**src/rtl/shiftadd_mult_pkg.sv**
```systemverilog
`timescale 1ns/1ps
package shiftadd_mult_pkg;

  typedef enum logic [2:0] {
    ST_IDLE,
    ST_ADD,
    ST_SHIFT,
    ST_FIN,
    ST_DONE
  } ctl_state_t;

  // Moore outputs of the control unit toward the datapath
  typedef struct packed {
    logic m_en;    // multiplicand register enable
    logic m_mode;  // 1: parallel load, 0: shift path
    logic q_en;    // multiplier register enable
    logic q_mode;
    logic a_en;    // accumulator (with carry) enable
    logic a_mode;
    logic a_clr;   // accumulator parallel input forced to zero
    logic a_cond;  // accumulator write gated by multiplier bit 0
    logic p_en;    // result register enable
    logic done;
    logic ready;
  } ctl_bus_t;

endpackage

```
**src/rtl/shiftadd_mult_reg.sv**
```systemverilog
`timescale 1ns/1ps
module shiftadd_mult_reg #(
  parameter int W = 8
) (
  input  logic         clk,
  input  logic         rst_n,
  input  logic         en,
  input  logic         mode,
  input  logic [W-1:0] d_bus,
  input  logic [W-1:0] d_shift,
  output logic [W-1:0] q
);

  always_ff @(posedge clk or negedge rst_n) begin
    if (!rst_n)  q <= '0;
    else if (en) q <= mode ? d_bus : d_shift;
  end

endmodule

```
**src/rtl/shiftadd_mult_dp.sv**
```systemverilog
`timescale 1ns/1ps
module shiftadd_mult_dp
  import shiftadd_mult_pkg::*;
#(
  parameter int W = 8,
  localparam int PW = 2 * W
) (
  input  logic          clk,
  input  logic          rst_n,
  input  ctl_bus_t      ctl,
  input  logic [W-1:0]  op_a,
  input  logic [W-1:0]  op_b,
  output logic [PW-1:0] product
);

  logic [W-1:0] m_q;
  logic [W-1:0] q_q;
  logic [W:0]   a_q;     // carry in the top bit
  logic [W:0]   sum;
  logic [W:0]   a_bus;
  logic [W:0]   a_shift;
  logic [W-1:0] q_shift;
  logic         a_en_g;

  assign sum     = {1'b0, a_q[W-1:0]} + {1'b0, m_q};
  assign a_bus   = ctl.a_clr ? '0 : sum;
  assign a_shift = {1'b0, a_q[W:1]};
  assign q_shift = {a_q[0], q_q[W-1:1]};
  assign a_en_g  = ctl.a_en & (~ctl.a_cond | q_q[0]);

  shiftadd_mult_reg #(.W(W)) u_mreg (
    .clk(clk), .rst_n(rst_n), .en(ctl.m_en), .mode(ctl.m_mode),
    .d_bus(op_a), .d_shift(m_q), .q(m_q)
  );

  shiftadd_mult_reg #(.W(W)) u_qreg (
    .clk(clk), .rst_n(rst_n), .en(ctl.q_en), .mode(ctl.q_mode),
    .d_bus(op_b), .d_shift(q_shift), .q(q_q)
  );

  shiftadd_mult_reg #(.W(W+1)) u_areg (
    .clk(clk), .rst_n(rst_n), .en(a_en_g), .mode(ctl.a_mode),
    .d_bus(a_bus), .d_shift(a_shift), .q(a_q)
  );

  shiftadd_mult_reg #(.W(PW)) u_preg (
    .clk(clk), .rst_n(rst_n), .en(ctl.p_en), .mode(1'b1),
    .d_bus({a_q[W-1:0], q_q}), .d_shift(product), .q(product)
  );

endmodule

```
**src/rtl/shiftadd_mult_ctrl.sv**
```systemverilog
`timescale 1ns/1ps
module shiftadd_mult_ctrl
  import shiftadd_mult_pkg::*;
#(
  parameter int N = 8,
  localparam int CW = (N > 1) ? $clog2(N) : 1
) (
  input  logic          clk,
  input  logic          rst_n,
  input  logic          start_valid,
  output ctl_bus_t      ctl,
  output logic [CW-1:0] loop_cnt
);

  ctl_state_t    st_q, st_d;
  logic [CW-1:0] cnt_d;
  logic          last;

  assign last = (loop_cnt == CW'(N - 1));

  always_ff @(posedge clk or negedge rst_n) begin
    if (!rst_n) begin
      st_q     <= ST_IDLE;
      loop_cnt <= '0;
    end else begin
      st_q     <= st_d;
      loop_cnt <= cnt_d;
    end
  end

  // next state and next count; the count never reaches the outputs
  always_comb begin
    st_d  = st_q;
    cnt_d = loop_cnt;
    case (st_q)
      ST_IDLE, ST_DONE: begin
        cnt_d = '0;
        st_d  = start_valid ? ST_ADD : ST_IDLE;
      end
      ST_ADD:   st_d = ST_SHIFT;
      ST_SHIFT: begin
        cnt_d = last ? '0 : loop_cnt + 1'b1;
        st_d  = last ? ST_FIN : ST_ADD;
      end
      ST_FIN:   st_d = ST_DONE;
      default:  st_d = ST_IDLE;
    endcase
  end

  // Moore outputs: a function of st_q alone
  always_comb begin
    ctl = '0;
    case (st_q)
      ST_IDLE, ST_DONE: begin
        ctl.m_en   = 1'b1; ctl.m_mode = 1'b1;
        ctl.q_en   = 1'b1; ctl.q_mode = 1'b1;
        ctl.a_en   = 1'b1; ctl.a_mode = 1'b1; ctl.a_clr = 1'b1;
        ctl.ready  = 1'b1;
        ctl.done   = (st_q == ST_DONE);
      end
      ST_ADD: begin
        ctl.a_en   = 1'b1; ctl.a_mode = 1'b1; ctl.a_cond = 1'b1;
      end
      ST_SHIFT: begin
        ctl.q_en   = 1'b1; ctl.q_mode = 1'b0;
        ctl.a_en   = 1'b1; ctl.a_mode = 1'b0;
      end
      ST_FIN:   ctl.p_en = 1'b1;
      default:  ctl = '0;
    endcase
  end

endmodule

```
**src/rtl/shiftadd_mult.sv**
```systemverilog
`timescale 1ns/1ps
module shiftadd_mult
  import shiftadd_mult_pkg::*;
#(
  parameter int W = 8,
  localparam int PW = 2 * W,
  localparam int CW = (W > 1) ? $clog2(W) : 1
) (
  input  logic          clk,
  input  logic          rst_n,
  input  logic          start_valid,
  output logic          start_ready,
  input  logic [W-1:0]  op_a,
  input  logic [W-1:0]  op_b,
  output logic [PW-1:0] product,
  output logic          done
);

  ctl_bus_t      ctl;
  logic [CW-1:0] loop_cnt;

  shiftadd_mult_ctrl #(.N(W)) u_ctrl (
    .clk(clk), .rst_n(rst_n), .start_valid(start_valid),
    .ctl(ctl), .loop_cnt(loop_cnt)
  );

  shiftadd_mult_dp #(.W(W)) u_dp (
    .clk(clk), .rst_n(rst_n), .ctl(ctl),
    .op_a(op_a), .op_b(op_b), .product(product)
  );

  assign start_ready = ctl.ready;
  assign done        = ctl.done;

endmodule

```
**config.mk**
```make
export PLATFORM = sky130hd
export DESIGN_NAME = shiftadd_mult
export DESIGN_NICKNAME = d
export VERILOG_FILES = /design/src/rtl/shiftadd_mult_pkg.sv /design/src/rtl/shiftadd_mult_reg.sv /design/src/rtl/shiftadd_mult_dp.sv /design/src/rtl/shiftadd_mult_ctrl.sv /design/src/rtl/shiftadd_mult.sv
export SDC_FILE = /design/constraint.sdc
export NUM_CORES = 1
export LEC_CHECK = 0
export BUFFER_PORTS_ARGS = -buffer_cell sky130_fd_sc_hd__buf_4
export CAP_MARGIN = 20
export CORE_ASPECT_RATIO = 1.4
export CORE_MARGIN = 5
export CORE_UTILIZATION = 48
export CTS_CLUSTER_SIZE = 20
export DETAILED_ROUTE_END_ITERATION = 12
export GPL_TIMING_DRIVEN = 0
export PLACE_DENSITY = 0.68
export SETUP_SLACK_MARGIN = 0.3
export SYNTH_ARGS = -nofsm -noshare
export SYNTH_HDL_FRONTEND = slang
export SYNTH_HIERARCHICAL = 1
export SYNTH_SLANG_ARGS = --single-unit
```
**constraint.sdc**
```tcl
create_clock -name clk -period 4.53 [get_ports clk]
set_clock_uncertainty 0.2 [all_clocks]
set_input_delay 0.906 -clock clk [delete_from_list [all_inputs] [get_ports clk]]
set_output_delay 0.906 -clock clk [all_outputs]
set_load 0.02 [all_outputs]
```
; Word level (Yosys, flattened, before mapping)
; Index checks and enable logic that the tools add are counted.
[op_classes]
addsub = 2
eq_ne = 5
muxes = 15
bitwise_logic = 3
n_reduce_logical = 5
[op_table]
columns = operator, n
row1 = $mux 9, 2
row2 = $pmux 3 s4, 1
row3 = $add 8x8->9, 1
row4 = $mux 8, 1
row5 = $pmux 2 s2, 2
row6 = $eq 3x2->1 const B, 2
row7 = $eq 3x3->1 const B, 2
row8 = $mux 2, 3
row9 = $pmux 3 s2, 1
row10 = $mux 1, 4
row11 = $add 3x1->3 const B, 1
row12 = $eq 3x1->1 const B, 1
row13 = $logic_not 3->1, 1
row14 = $mux 3, 1
row15 = $reduce_or 3->1, 1
row16 = $reduce_and 2->1, 1
row17 = $reduce_bool 2->1, 1
row18 = $reduce_or 2->1, 1
row19 = $and 1x1->1, 1
row20 = $not 1->1, 1
row21 = $or 1x1->1, 1
[totals]
register_bits = 47
input_bits = 19
out_inout_bits = 18

; Longest topological paths before layout
[logic_depth]
depth_word = 5
mapped_depth = 10
mapped_depth_nobuf = 8

; Hierarchy
; Netlist, hierarchy kept.
[by_module_without_submodules]
columns = module, n_inst, cells_per_inst, area_each_um2
row1 = shiftadd_mult_reg (u_dp.u_mreg ...), 2, 35, 384.1
row2 = shiftadd_mult_reg (u_dp.u_preg), 1, 69, 745.7
row3 = shiftadd_mult_reg (u_dp.u_areg), 1, 39, 420.4
row4 = shiftadd_mult_ctrl, 1, 40, 387.9
row5 = shiftadd_mult_dp, 1, 56, 387.9

; Least setup slack after synthesis
; Ideal clock, no wire load.
[synth_path]
kind = flip-flop to flip-flop
from = register u_ctrl.st_q[1]
to = register u_dp.u_areg.q[5]
setup_ns = 0.123
t_arrival_ns = 2.084
t_required_ns = 4.207
path_slack_ns = 2.124
stages_incl_launch_ff = 11
n_path_buf = 3
period_less_slack_ns = 2.406
path_cell_list = dfrtp_1 buf_2 nor2_1 buf_4 clkbuf_1 inv_1 nand2_1 nor4_1 a311o_1 mux2i_1 a21oi_1
[synth_rtl]
columns = item, line
row1 = from (decl), shiftadd_mult_ctrl.sv:15  ; ctl_state_t st_q, st_d;
row2 = from (signal assigned), shiftadd_mult_ctrl.sv:26  ; st_q <= st_d;
row3 = to (signal assigned), shiftadd_mult_reg.sv:16  ; else if (en) q <= mode ? d_bus : d_shift;
row4 = to (decl), shiftadd_mult_reg.sv:11  ; output logic [W-1:0] q

; Worst setup path after layout
[layout_path]
from = register u_ctrl.st_q[1]
to = output port done
[layout_via]
elab_chain_len = 3
[layout_rtl]
columns = item, line
row1 = $eq 3x3->1 / $logic_not 3->1 (equally long branches), "shiftadd_mult_ctrl.sv:53, shiftadd_mult_ctrl.sv:59"
row2 = $reduce_or 2->1, shiftadd_mult_ctrl.sv:53  ; case (st_q)
row3 = $mux 2 *, shiftadd_mult_ctrl.sv:53
row4 = to (decl), shiftadd_mult.sv:16  ; output logic done
; Mark *: on every way between the ends. The rest lies on a longest branch, timed or not.

==> metrics.md <==
| Metric | Value |
|---|---|
| Status | complete, no violations |
| Synth top area share | 0.434 |
| RePlAce Congestion | 0.782 |
| Reg area | 0.00118 mm² |
| Vias per cell | about 5.3 |
| Synth Warn # | 6 |
| Proportion of layout cells with a drive suffix above 1 | 0.204 |
| Root buf cell | clkbuf_8 |
| Die Y | between 90 and 100 µm |
| Avg Inst Size Synth | 9.89 µm² |
| Crit-path cells | buf_2, nor2_1, and2_1, buf_4 |
| Final setup vio count | 0 |
| Async S/R FF share, synth | 1.00 |
| Initial antenna violation count | 0 |
| Number of port buffers | 36 |
| Number of diodes | 0 |
| Top cells by count, synth | 50 x nor2_1, 47 x dfrtp_1, 46 x a21oi_1, 41 x mux2i_1, 10 x ha_1 |
| Grt total ovfl | 0 |
| Vias in the first global route | 2,135 |
| Cell with the most instances after synthesis | nor2_1 |
| Fin. Hold Viols | 0 |
| CP max-delay cell | dfrtp_1 |
| Crit path kind | register to output pin |
| Metal3 WL | between 200 and 250 µm |
| Compound-Gate Fraction of Synth Area | 0.141 |
| Period utilization | 0.582 |
| Clock tree from TritonCTS | yes |
| Clock Path Buffers | 2 |
| Largest area contributor in the netlist | dfrtp_1 |
| Worst-path clk slew | about 0.080 ns |
| PwrDens | about 850 mW/mm² |
| Unrepaired setup endpoints after global routing | false |
| Crit path max fanout | 10 |
| Initial Util | 0.494 |
| Number of flops mapped to enable cells by yosys | 0 |
| WP data arrival | roughly 1.5 ns |
| Top Metal Used | met4 |
| Drt pass-1 iters | 4 |
| Leakage | 0.00158 µW |
| Tot Pwr | 2720 µW |
| Mapped Nets | around 300 |
| Fin area | roughly 0.0032 mm² |
| HPWL after DPL | between 4000 and 5000 µm |
| Slew @ Worst Pin | between 0.5 and 0.6 ns |
| Mapped cell area | roughly 0.0027 mm² |
| Worst ir drop on vdd | between 0.0004 and 0.0005 V |
| Vias | 2,044 |
| FMAX | 379 MHz |
| Area contributors post-synth | dfrtp_1 43%, mux2i_1 15%, a21oi_1 8.5% |
| Clock sinks | 47 |
| DRC Markers | 0 |
| Xor and xnor fraction of the mapped netlist area | 0.00970 |
| CTS buffer count | 5 |
| WP data required | between 3 and 4 ns |
| Global-route wire length before repair | ~9800 µm |
| Setup repair bufs after CTS | 0 |
| Ports | 37 |
| Initial DRC Count | 64 |
| Post-CTS Resized | 0 |
| Post-synthesis simple-gate area fraction | 0.139 |
| Rows | 32 |
| Largest family of logic cells by synthesized area | multiplexers |
| Max Cap Viol | 0 |
| Largest net degree at the start of global routing | 48 |
| Tmin final | between 2 and 3 ns |
| Final setup TNS | 0 ns |
| CP max stage delay | between 0.4 and 0.5 ns |
| WP buf/inv | 2 |
| Post-synthesis cell type count | just over 40 |
| Endpoint type of the worst setup path | output pin |
| Placed cell areas | 0.00307 mm² |
| WL/cell | around 14 µm |
| # fillers | 497 |
| Mux share of post-synthesis cell area | 0.151 |
| Critical path's top delay family | simple AND/OR/NAND/NOR gates |
| Synth Area in Adders | 0.0536 |
| Worst skew pair latency | 0.30 ns |
| Wire length on met2 | roughly 2800 µm |
| Multi-input logic area | 0.00135 mm² |
| Met1 Routed Length | 2390 µm |
| Seq/Total Area, Yosys | 0.434 |
| Max Slew Vio Count | 0 |
| Hold Path Class | register to register |
| Overall routing resource usage | 0.170 |
| Max-slew headroom | 0.605 |
| Mapped Cells | 274 |
| Chip width | between 70 and 80 µm |
| Layout area overhead | 18.0% |
| CTS Hold Bufs | 0 |
| Post-Route WL | between 5000 and 6000 µm |
| Fin nets | ~350 |
| Final core occ | 0.583 |
| Number of synthesized register bits | 47 |
| Core area | between 0.005 and 0.006 mm² |
| Final ANT Viol Nets | 0 |
| Post-synth top flop | dfrtp_1 |
| Number of H-tree levels | 2 |
| Die Footprint | 0.00727 mm² |
| Startpoint Class | register |
-- flip-flops by register name (all words and copies together), names as in the netlist --
register         cells
u_dp/u_preg/q       16
u_dp/u_areg/q        9
u_dp/u_mreg/q        8
u_dp/u_qreg/q        8
u_ctrl/loop_cnt      3
u_ctrl/st_q          3
-- cell families (layout without fill, tap and decap cells) --
logic type,Yosys count,in the layout
other,2,2
adder cells (fa/ha/maj),11,11
XOR/XNOR,3,3
AO/OA/AOI/OAI,64,64
multiplexers,41,41
flip-flops,47,47
AND/OR/NAND/NOR,81,81
buffers and inverters,25,69
-- final timing paths --
check | from | end | slack [ns] | depth (start not counted)
min reg2reg | u_ctrl/loop_cnt[0] | u_ctrl/loop_cnt[0] | 0.36 | 1
min | u_ctrl/loop_cnt[0] | u_ctrl/loop_cnt[0] | 0.36 | 1
max | u_ctrl/st_q[1] | done | 1.89 | 4
min in group asynchronous | rst_n | u_dp/u_mreg/q[7] | 0.40 | 1
max reg2reg | u_ctrl/st_q[1] | u_dp/u_areg/q[5] | 2.02 | 10
max in group asynchronous | rst_n | u_dp/u_preg/q[13] | 3.32 | 1
-- area by class of cell --
type / count / area share
Buffer: 21 / 0.0540
Clock buffer: 6 / 0.0227
Clock inverter: 2 / 0.0188
Inverter: 4 / 0.00469
Multi-Input combinational cell: 202 / 0.421
Sequential cell: 47 / 0.368
Tap cell: 68 / 0.0266
Timing Repair Buffer: 36 / 0.0845
-- cell usage in the layout, fill, tap and decap left out, types with 5 or more instances in the layout --
master    netlist  routed
ha_1           10      10
a21oi_1        46      46
mux2i_1        41      41
buf_2           5       5
dfrtp_1        47      47
clkbuf_8        0       5
buf_6           6       6
nor2_1         50      50
buf_4           7      43
nand2_1         5       5
-- per-stage QoR --
| step | hold WS (ns) | std cells | setup slack (ns) |
|---|---|---|---|
| after floorplan | 0.288 | 274 | 2.12 |
| after global placement | 0.317 | 378 | 2.00 |
| after detailed placement | 0.331 | 378 | 2.00 |
| after CTS | 0.365 | 386 | 1.89 |
| after global routing | 0.382 | 386 | 1.76 |
| final | 0.356 | 386 | 1.89 |
-- power by group --
part	internal (µW)	switching, µW
Clock	220	139
Combinational	736	811
Sequential	625	192
-- metal layers --
layer | vias up | global-route usage
met5 | - | 0
met4 | 0 | 0.0628
met3 | 9 | 0.0357
met2 | 31 | 0.286
met1 | 962 | 0.209
li1 | 1042 | -
Power figures use the tool's default switching activity.
